$ cat src/rtl/canx_ctl_pkg.sv
package canx_ctl_pkg;

   typedef enum logic [1:0] {
      MODE_OFF    = 2'd0,
      MODE_NORMAL = 2'd1,
      MODE_SILENT = 2'd2
   } op_mode_e;

   // index of each synchronized input in the sync vector
   localparam int SI_TXD  = 0;
   localparam int SI_SEL  = 1;
   localparam int SI_BUS  = 2;
   localparam int SI_UVM  = 3;
   localparam int SI_UVIO = 4;
   localparam int SI_OT   = 5;
   localparam int SI_NUM  = 6;

   // reset values: transmit and mode pin pulled high, supplies assumed bad
   localparam logic [SI_NUM-1:0] SI_RST = 6'b011011;

endpackage

$ cat src/rtl/canx_sync.sv
module canx_sync #(
   parameter int WIDTH              = 1,
   parameter int STAGES             = 2,
   parameter logic [WIDTH-1:0] RST_VAL = '0
) (
   input  logic             clk,
   input  logic             rst_n,
   input  logic [WIDTH-1:0] d,
   output logic [WIDTH-1:0] q
);

   generate
      if (STAGES < 2) begin : g_bad
         $error("canx_sync: STAGES must be at least 2");
      end
   endgenerate

   logic [WIDTH-1:0] chain [STAGES];

   always_ff @(posedge clk or negedge rst_n) begin
      if (!rst_n) begin
         for (int i = 0; i < STAGES; i++) chain[i] <= RST_VAL;
      end else begin
         chain[0] <= d;
         for (int i = 1; i < STAGES; i++) chain[i] <= chain[i-1];
      end
   end

   assign q = chain[STAGES-1];

endmodule

$ cat src/rtl/canx_persist.sv
module canx_persist #(
   parameter int LIMIT = 8
) (
   input  logic clk,
   input  logic rst_n,
   input  logic level,
   output logic hit
);

   localparam int CW = $clog2(LIMIT + 1);

   generate
      if (LIMIT < 1) begin : g_bad
         $error("canx_persist: LIMIT must be positive");
      end
   endgenerate

   logic [CW-1:0] cnt;

   always_ff @(posedge clk or negedge rst_n) begin
      if (!rst_n)                   cnt <= '0;
      else if (!level)              cnt <= '0;
      else if (cnt != CW'(LIMIT))   cnt <= cnt + 1'b1;
   end

   assign hit = (cnt == CW'(LIMIT));

endmodule

$ cat src/rtl/canx_mode_filter.sv
module canx_mode_filter #(
   parameter int FLT_CYC = 4
) (
   input  logic clk,
   input  logic rst_n,
   input  logic raw,
   output logic filt
);

   localparam int CW = $clog2(FLT_CYC + 1);

   generate
      if (FLT_CYC < 1) begin : g_bad
         $error("canx_mode_filter: FLT_CYC must be positive");
      end
   endgenerate

   logic [CW-1:0] cnt;

   always_ff @(posedge clk or negedge rst_n) begin
      if (!rst_n) begin
         cnt  <= '0;
         filt <= 1'b1;
      end else if (raw == filt) begin
         cnt  <= '0;
      end else if (cnt == CW'(FLT_CYC - 1)) begin
         cnt  <= '0;
         filt <= raw;
      end else begin
         cnt  <= cnt + 1'b1;
      end
   end

endmodule

$ cat src/rtl/canx_phy_ctrl.sv
module canx_phy_ctrl
   import canx_ctl_pkg::*;
#(
   parameter int SYNC_STAGES     = 2,
   parameter int UV_MAIN_DET_CYC = 7500,
   parameter int UV_IO_DET_CYC   = 7500,
   parameter int MAIN_REC_CYC    = 12500,
   parameter int IO_START_CYC    = 250000,
   parameter int FLT_REJECT_CYC  = 250,
   parameter int FLT_ACCEPT_CYC  = 1250,
   parameter int MOCH_CYC        = 12500
) (
   input  logic       clk,
   input  logic       rst_n,
   input  logic       txd_i,
   input  logic       sel_silent_i,
   input  logic       bus_dom_i,
   input  logic       uv_main_i,
   input  logic       uv_io_i,
   input  logic       ot_i,
   output logic [1:0] mode_o,
   output logic       drv_en_o,
   output logic       drv_dom_o,
   output logic       bias_en_o,
   output logic       rxd_o,
   output logic       rxd_oe_o
);

   localparam int FLT_CYC  = (FLT_REJECT_CYC + FLT_ACCEPT_CYC) / 2;
   localparam int MODE_LAT = SYNC_STAGES + FLT_CYC + 1;
   localparam int N_TMR    = 4;

   generate
      if (FLT_REJECT_CYC >= FLT_ACCEPT_CYC) begin : g_bad_flt
         $error("canx_phy_ctrl: reject window must be below accept window");
      end
      if (MODE_LAT > MOCH_CYC) begin : g_bad_moch
         $error("canx_phy_ctrl: mode change latency exceeds MOCH_CYC");
      end
   endgenerate

   // timer 0: main fault, 1: io fault, 2: main good, 3: io good
   function automatic int tmr_limit(input int idx);
      case (idx)
         0:       return UV_MAIN_DET_CYC;
         1:       return UV_IO_DET_CYC;
         2:       return MAIN_REC_CYC;
         default: return IO_START_CYC;
      endcase
   endfunction

   // ---------------- input synchronization ----------------
   logic [SI_NUM-1:0] raw_in, syn;

   assign raw_in = {ot_i, uv_io_i, uv_main_i, bus_dom_i, sel_silent_i, txd_i};

   canx_sync #(.WIDTH(SI_NUM), .STAGES(SYNC_STAGES), .RST_VAL(SI_RST)) u_sync (
      .clk   (clk),
      .rst_n (rst_n),
      .d     (raw_in),
      .q     (syn)
   );

   logic txd_s, bus_s, uv_main_s, uv_io_s, ot_s, sel_filt;

   assign txd_s     = syn[SI_TXD];
   assign bus_s     = syn[SI_BUS];
   assign uv_main_s = syn[SI_UVM];
   assign uv_io_s   = syn[SI_UVIO];
   assign ot_s      = syn[SI_OT];

   canx_mode_filter #(.FLT_CYC(FLT_CYC)) u_flt (
      .clk   (clk),
      .rst_n (rst_n),
      .raw   (syn[SI_SEL]),
      .filt  (sel_filt)
   );

   // ---------------- supply persistence timers ----------------
   logic [N_TMR-1:0] tmr_lvl, tmr_hit;

   assign tmr_lvl = {~uv_io_s, ~uv_main_s, uv_io_s, uv_main_s};

   for (genvar gi = 0; gi < N_TMR; gi++) begin : g_tmr
      canx_persist #(.LIMIT(tmr_limit(gi))) u_tmr (
         .clk   (clk),
         .rst_n (rst_n),
         .level (tmr_lvl[gi]),
         .hit   (tmr_hit[gi])
      );
   end

   // ---------------- mode sequencing ----------------
   op_mode_e state, state_nxt, sel_mode;
   logic     uv_trip, sup_ok;

   assign uv_trip  = tmr_hit[0] | tmr_hit[1];
   assign sup_ok   = tmr_hit[2] & tmr_hit[3];
   assign sel_mode = sel_filt ? MODE_SILENT : MODE_NORMAL;

   always_comb begin
      if (uv_trip)                state_nxt = MODE_OFF;
      else if (state == MODE_OFF) state_nxt = sup_ok ? sel_mode : MODE_OFF;
      else                        state_nxt = sel_mode;
   end

   always_ff @(posedge clk or negedge rst_n) begin
      if (!rst_n) state <= MODE_OFF;
      else        state <= state_nxt;
   end

   // ---------------- driver arming ----------------
   logic armed;

   always_ff @(posedge clk or negedge rst_n) begin
      if (!rst_n)                             armed <= 1'b0;
      else if (state != MODE_NORMAL || ot_s)  armed <= 1'b0;
      else if (txd_s)                         armed <= 1'b1;
   end

   // ---------------- outputs ----------------
   logic active;

   assign active    = (state != MODE_OFF);
   assign mode_o    = state;
   assign drv_en_o  = armed && (state == MODE_NORMAL) && !ot_s;
   assign drv_dom_o = drv_en_o && !txd_s;
   assign bias_en_o = active;
   assign rxd_oe_o  = active;
   assign rxd_o     = active ? ~bus_s : 1'b1;

endmodule

$ cat config.mk
export PLATFORM = sky130hd
export DESIGN_NAME = canx_phy_ctrl
export DESIGN_NICKNAME = d
export VERILOG_FILES = /design/src/rtl/canx_ctl_pkg.sv /design/src/rtl/canx_sync.sv /design/src/rtl/canx_persist.sv /design/src/rtl/canx_mode_filter.sv /design/src/rtl/canx_phy_ctrl.sv
export SDC_FILE = /design/constraint.sdc
export NUM_CORES = 1
export LEC_CHECK = 0
export ABC_AREA = 1
export BUFFER_PORTS_ARGS = -buffer_cell sky130_fd_sc_hd__buf_2
export CORE_MARGIN = 2
export CORE_UTILIZATION = 30
export CTS_CLUSTER_DIAMETER = 100
export CTS_CLUSTER_SIZE = 20
export DETAILED_ROUTE_END_ITERATION = 6
export SETUP_SLACK_MARGIN = 0.3
export SYNTH_ARGS = -nofsm -noshare
export SYNTH_HDL_FRONTEND = slang
export SYNTH_SLANG_ARGS = --single-unit
$ cat constraint.sdc
create_clock -name clk -period 1.4 [get_ports clk]
set_input_delay 0.28 -clock clk [delete_from_list [all_inputs] [get_ports clk]]
set_output_delay 0.28 -clock clk [all_outputs]
set_load 0.005 [all_outputs]
==> results of run 1 <==
-- worst max-delay path: stages, from the launching register on --
cell and delay (ps):
dfrtp_1 390, or3b_4 410, nor3_2 110, buf_2 130
-- per-stage QoR --
stage | hold slack [ps] | power (mW) | setup TNS (ps)
floorplan | -15.6 | 2.72 | 0
global placement | 236 | 2.85 | -82.7
detailed placement | 247 | 2.87 | -172
CTS | 22.7 | 5.38 | -1380
global route | 17.9 | 5.65 | -2810
finish | 29.9 | 5.45 | -1290
-- repair_timing --
action                                 4_1_cts  5_1_grt
cloned                                       1        0
setup endpoints to repair                   78       78
hold buffers                                 1        0
pin swaps                                   62       61
resized for setup                          149       94
buffers inserted                            36       34
endpoints found under the hold margin       20        0
-- final timing paths --
kind	endpoint	slack, ps	cells past startpoint
max in group asynchronous	u_sync.q[0]	470	3
min reg2reg	u_sync.q[0]	360	0
min in group asynchronous	g_tmr[0].u_tmr.cnt[11]	410	2
min	u_sync.chain[9]	30	1
max	drv_dom_o	-260	3
max reg2reg	mode_o[1]	-30	9
-- cell type report --
class	count	area, um^2
inverters	82	340
multi-input cells	370	2760
clock inverters	6	47.5
flip-flops and latches	84	2130
repair buffers	105	968
fillers	1293	7820
well taps	184	230
clock buffers	10	239
-- cells in the mapped netlist (all sizes together) --
cell / instances
nand4: 9
or2: 4
xnor2: 3
o21bai: 2
o31ai: 1
a21oi: 26
nand3: 35
xor2: 13
nand2: 107
clkbuf: 1
and3: 1
nand3b: 2
dfrtp: 75
buf: 6
ha: 10
dfstp: 9
inv: 82
o21ai: 24
nor3b: 1
or3b: 1
nor2: 92
nor3: 34
a31oi: 4
-- metal layers --
metal / global-route usage / share of wire / vias up
met4: 0.0633 / 0.024 / 0
met1: 0.168 / 0.42 / 1944
met5: 0 / 0 / -
met2: 0.244 / 0.53 / 65
met3: 0.0323 / 0.032 / 25
li1: - / - / 1943
-- sequential cells by signal, indices dropped and copies added (netlist names) --
signal / count
u_flt.filt: 1
u_flt.cnt: 10
mode_o: 2
u_sync.q: 6
armed: 1
u_sync.chain: 6
g_tmr.u_tmr.cnt: 58
-- report_power, final --
group | internal, mW | switching (mW)
sequential | 2.49 | 0.0589
clock | 1.26 | 1.06
combinational | 0.281 | 0.296
-- cell families after synthesis --
kind of cell,after synthesis,synth area share
and+or+nand+nor,286,0.322
buffers and inverters,89,0.0782
adders and majority gates,10,0.0280
xor gates and xnor gates,16,0.0314
DFF,84,0.474
AOI/OAI and AO/OA,57,0.0667
==> impl_metrics.ini, run 1 <==
[synthesis]
synth_cell_types = 39
avgSynthCellArea_um2 = 8.23
synth_largest_area_cell = dfrtp_1
mappedNetlistArea_mm2 = 0.00446
synth.yosys.seq_area_share = 0.474
synthDominantCellAreaShare = 0.421
synth.area.top_cells = dfrtp_1, nand2_1, nor2_1
synth.ff_latch_count = 84
yosys_warnings = 0
postSynthCellCount = 542
postSynthNetCount = 560

[timing]
final.period_utilization = 1.19
unrepaired_setup_endpoints_after_global_routing = yes
final-max-slew-violation-count = 0
relSlewSlack = 0.727
finalHoldViolations = 0
post-route-worst-setup-slack_ps = -264
timing.clock.skew_ps = 10.8
worst-slew-pin-transition_ps = 409
final_period_minus_worst_setup_slack_ps = 1660
timing.fmax_ghz = 0.601
report.final.setup_viol = 9

[setup_path]
critical_path.startpoint_type = flop
cp_data_arrival_time_ps = 1380
required_ps = 1120
critPathLaunch = mode_o[1]
worst_setup_path_category = flop to output port
critical_path_peak_fanout = 3
reg2reg_from = g_tmr[1].u_tmr.cnt[1]
worstSetupEndpointType = output port

[global_route]
grt_antenna_before_repair = 0
grt_max_degree = 28
track_usage = 0.141
grt_pass1_vias = 4099
grt_pass1_wl_um = 18500
grt_remaining_overflow = 0

[layout]
final_util = 0.462
drive_gt1_frac = 0.525
finalNonFillerCells = 841
layout_commonest_cell = nand2_1
layout_net_count = 670
insertedDiodeCount = 0
finish.instance_area_mm2 = 0.00672
areaGrowthSynthToFinish_pct = 50.6
final_cell_mix = nand2_1, dfrtp_1, nor2_1

[placement]
gp_routability_congestion = 0.874
placed_cells = 753
dp_hpwl_um = 6700
instance_area_after_placement_mm2 = 0.00499
detailedPlace.worstSlack_ps = -70.2
numPortBuffers = 14

[die]
ioPinCount = 15
die_h_um = 126
core_mm2 = 0.0145
fp.dieW_um = 126
std_cell_rows = 44
start_util = 0.307
die_area_mm2 = 0.0159

[run]
drv_cap = 0

[clocking]
cts_made_buffers = 9
cts.sinks = 84
cts_max_path_buffers = 2
clk_latency_ps = 350
htree_num_levels = 3
cts-root-buf = clkbuf_16
clkTransAtPathRegs_ps = 60
tritoncts = yes

[route]
pre_repair_dr_iteration_count = 4
vias_per_cell = 4.73
detail-route-antenna-nets = 0
route.detailed.wl_per_inst_um = 13.5
drtIter0Drc = 194
route.detailed.drc = 0
routed-via-count = 3977
postRouteWirelength_um = 11400

[pwr]
power.leakage_nw = 3.02
power_per_cell_area_mw_per_mm2 = 811
vdd.ir_drop.worst_uv = 567

[worst_hold_path]
timing.hold.worst.class = input port to flop
startpoint_of_the_most_critical_hold_path = uv_main_i

[outcome]
run_status = complete, but fails checks
violations_in_the_final_reports = setup timing
No activity file was read; power rests on OpenSTA's default activity.
==> run 2: changes to the inputs <==
--- a/config.mk
+++ b/config.mk
@@ -7,11 +7,14 @@
 export LEC_CHECK = 0
 export ABC_AREA = 1
 export BUFFER_PORTS_ARGS = -buffer_cell sky130_fd_sc_hd__buf_2
+export CELL_PAD_IN_SITES_DETAIL_PLACEMENT = 0
+export CELL_PAD_IN_SITES_GLOBAL_PLACEMENT = 1
 export CORE_MARGIN = 2
 export CORE_UTILIZATION = 30
 export CTS_CLUSTER_DIAMETER = 100
 export CTS_CLUSTER_SIZE = 20
 export DETAILED_ROUTE_END_ITERATION = 6
+export PLACE_DENSITY_LB_ADDON = 0.1
 export SETUP_SLACK_MARGIN = 0.3
 export SYNTH_ARGS = -nofsm -noshare
 export SYNTH_HDL_FRONTEND = slang
==> run 2 against run 1 <==
The flow still finishes with violations (setup timing). Worst hold slack worse by 2.7 ps. Power is 5.8% higher. Sequential cell count stayed put. Highest routed layer unchanged. Core utilization is 1.1 points higher. Non-clock buffer count is 2 lower. Combinational power is 2% lower. Largest cell class unchanged. First-iteration DRC count is 18% lower. Final area is 2.4% higher. Routed wire length is 0.18% lower. Final cell count is 0.24% lower. Global-route usage is 0.70 points higher.
==> impl_metrics.ini, run 2 (synthesis gave the netlist of run 1 again) <==
[pwr]
vdd.ir_drop.worst_uv = 499
power.leakage_nw = 3.10
power_per_cell_area_mw_per_mm2 = 838

[layout]
finalNonFillerCells = 839
areaGrowthSynthToFinish_pct = 54.2
layout_commonest_cell = nand2_1
largestRegisters = g_tmr.u_tmr.cnt: 58 flops, u_flt.cnt: 10 flops
drive_gt1_frac = 0.539
layout_net_count = 668
final_cell_mix = nand2_1, dfrtp_1, nor2_1
largest_register_ff_count = 58
largest-register = g_tmr.u_tmr.cnt
insertedDiodeCount = 0

[die]
core_mm2 = 0.0145
die_h_um = 126
die_area_mm2 = 0.0159
ioPinCount = 15
fp.dieW_um = 126
std_cell_rows = 44
start_util = 0.307

[setup_path]
cp_slowest_stage_delay_ps = 400
regToRegEndpoint = mode_o[1]
critical_path_cell_sequence = or3b_4, nor3_2, buf_2
worstSetupPathDepth = 3
required_ps = 1120
worstSetupEndpointType = output port
worst_setup_path_category = flop to output port
reg2reg_from = g_tmr[2].u_tmr.cnt[0]
critPathLaunch = mode_o[1]
cp_data_arrival_time_ps = 1370
r2r_setup_slack_ps = -10
rr_worst_depth = 10
cpMaxStageDelayCell = or3b_4
critical_path_peak_fanout = 3
critical_path.n_buffers_inverters = 1
critical_path.top_delay_family = simple AND/OR/NAND/NOR gates
critical_path.startpoint_type = flop
endpoint_of_the_worst_setup_timing_path = drv_dom_o

[global_route]
grt_pass1_wl_um = 19100
grt_pass1_vias = 4004
grt_max_degree = 33
grt_antenna_before_repair = 0
grt_remaining_overflow = 0
track_usage = 0.148

[timing]
worst-slew-pin-transition_ps = 374
final_period_minus_worst_setup_slack_ps = 1650
timing.fmax_ghz = 0.605
final-max-slew-violation-count = 0
timing.clock.skew_ps = 6.78
unrepaired_setup_endpoints_after_global_routing = yes
finalHoldViolations = 0
report.final.setup_viol = 7
final.period_utilization = 1.18
post-route-worst-setup-slack_ps = -253
relSlewSlack = 0.748

[placement]
placed_cells = 758
dp_hpwl_um = 7220
detailedPlace.worstSlack_ps = -22.7
numPortBuffers = 14
gp_routability_congestion = 0.827

[run]
drv_cap = 0

[worst_hold_path]
timing.hold.worst.class = input port to flop

[route]
drtIter0Drc = 160
routed-via-count = 3862
vias_per_cell = 4.60
route.detailed.drc = 0
pre_repair_dr_iteration_count = 4
postRouteWirelength_um = 11400
route.detailed.wl_per_inst_um = 13.5
detail-route-antenna-nets = 0

[outcome]
run_status = complete, but fails checks
violations_in_the_final_reports = setup timing

[clocking]
htree_num_levels = 3
clk_latency_ps = 350
cts_max_path_buffers = 2
cts-root-buf = clkbuf_16
clkTransAtPathRegs_ps = 70
cts.sinks = 84
cts_made_buffers = 9
tritoncts = yes
run 2: changes by cell type in the layout (fill, tap and decap cells not counted), moves of 4 or more:
cell,before,now
nor2_2,16,12
nor2_1,55,51
buf_4,50,46
nand2_2,23,17
nor2_4,21,29
run 2: worst min path at each step:
stage / start / end / slack, ps / cells after the start
finish: txd_i / u_sync.chain[6] / 30 / 1
global route: txd_i / u_sync.chain[6] / 8 / 1
CTS: txd_i / u_sync.chain[6] / 10 / 1
detailed placement: rst_n / g_tmr[0].u_tmr.cnt[7] / 100 / 1
global placement: rst_n / g_tmr[0].u_tmr.cnt[7] / 100 / 1
floorplan: rst_n / armed / -20 / 0
run 2: cell type report:
cell class,count,area [um^2]
fillers,1359,7650
flip-flops and latches,84,2130
well taps,184,230
multi-input cells,370,2890
clock buffers,9,225
inverters,82,330
repair buffers,103,971
clock inverters,7,98.8
run 2: timing repair:
item | 4_1_cts | 5_1_grt
hold endpoints to repair | 55 | 0
gates resized for setup | 158 | 108
cloned | 1 | 0
setup buffers | 38 | 25
setup endpoints to repair | 78 | 78
pin swaps | 64 | 67
hold buffers | 1 | 0
run 2: worst register-to-register path: cells and delay by family (launching register included):
family,cells,cell delay [ps]
and+or+nand+nor,7,700
adders and majority gates,1,130
buffers and inverters,2,120
DFF,1,400
run 2: report_power, final:
group,switching (mW),internal [mW]
Clock,1.07,1.58
Sequential,0.0585,2.49
Combinational,0.289,0.277
run 2: routing by layer:
metal  vias to the layer above  routed length [um]  track usage
li1                       1942                   -            -
met1                      1873                5130        0.188
met2                        26                5790        0.246
met3                        21                 171       0.0255
met4                         0                 264       0.0685
met5                         -                   0            0
run 2: through the flow:
step	setup TNS (ps)	hold WS [ps]	instance area [um^2]	power [mW]	utilization
global placement	-25.5	97.0	5010	2.88	0.345
detailed placement	-39.6	96.0	5010	2.89	0.345
global route	-2020	8.26	6880	6.02	0.473
floorplan	0	-15.6	4540	2.72	-
CTS	-1020	11.6	6230	5.74	0.428
finish	-803	27.2	6880	5.76	0.473
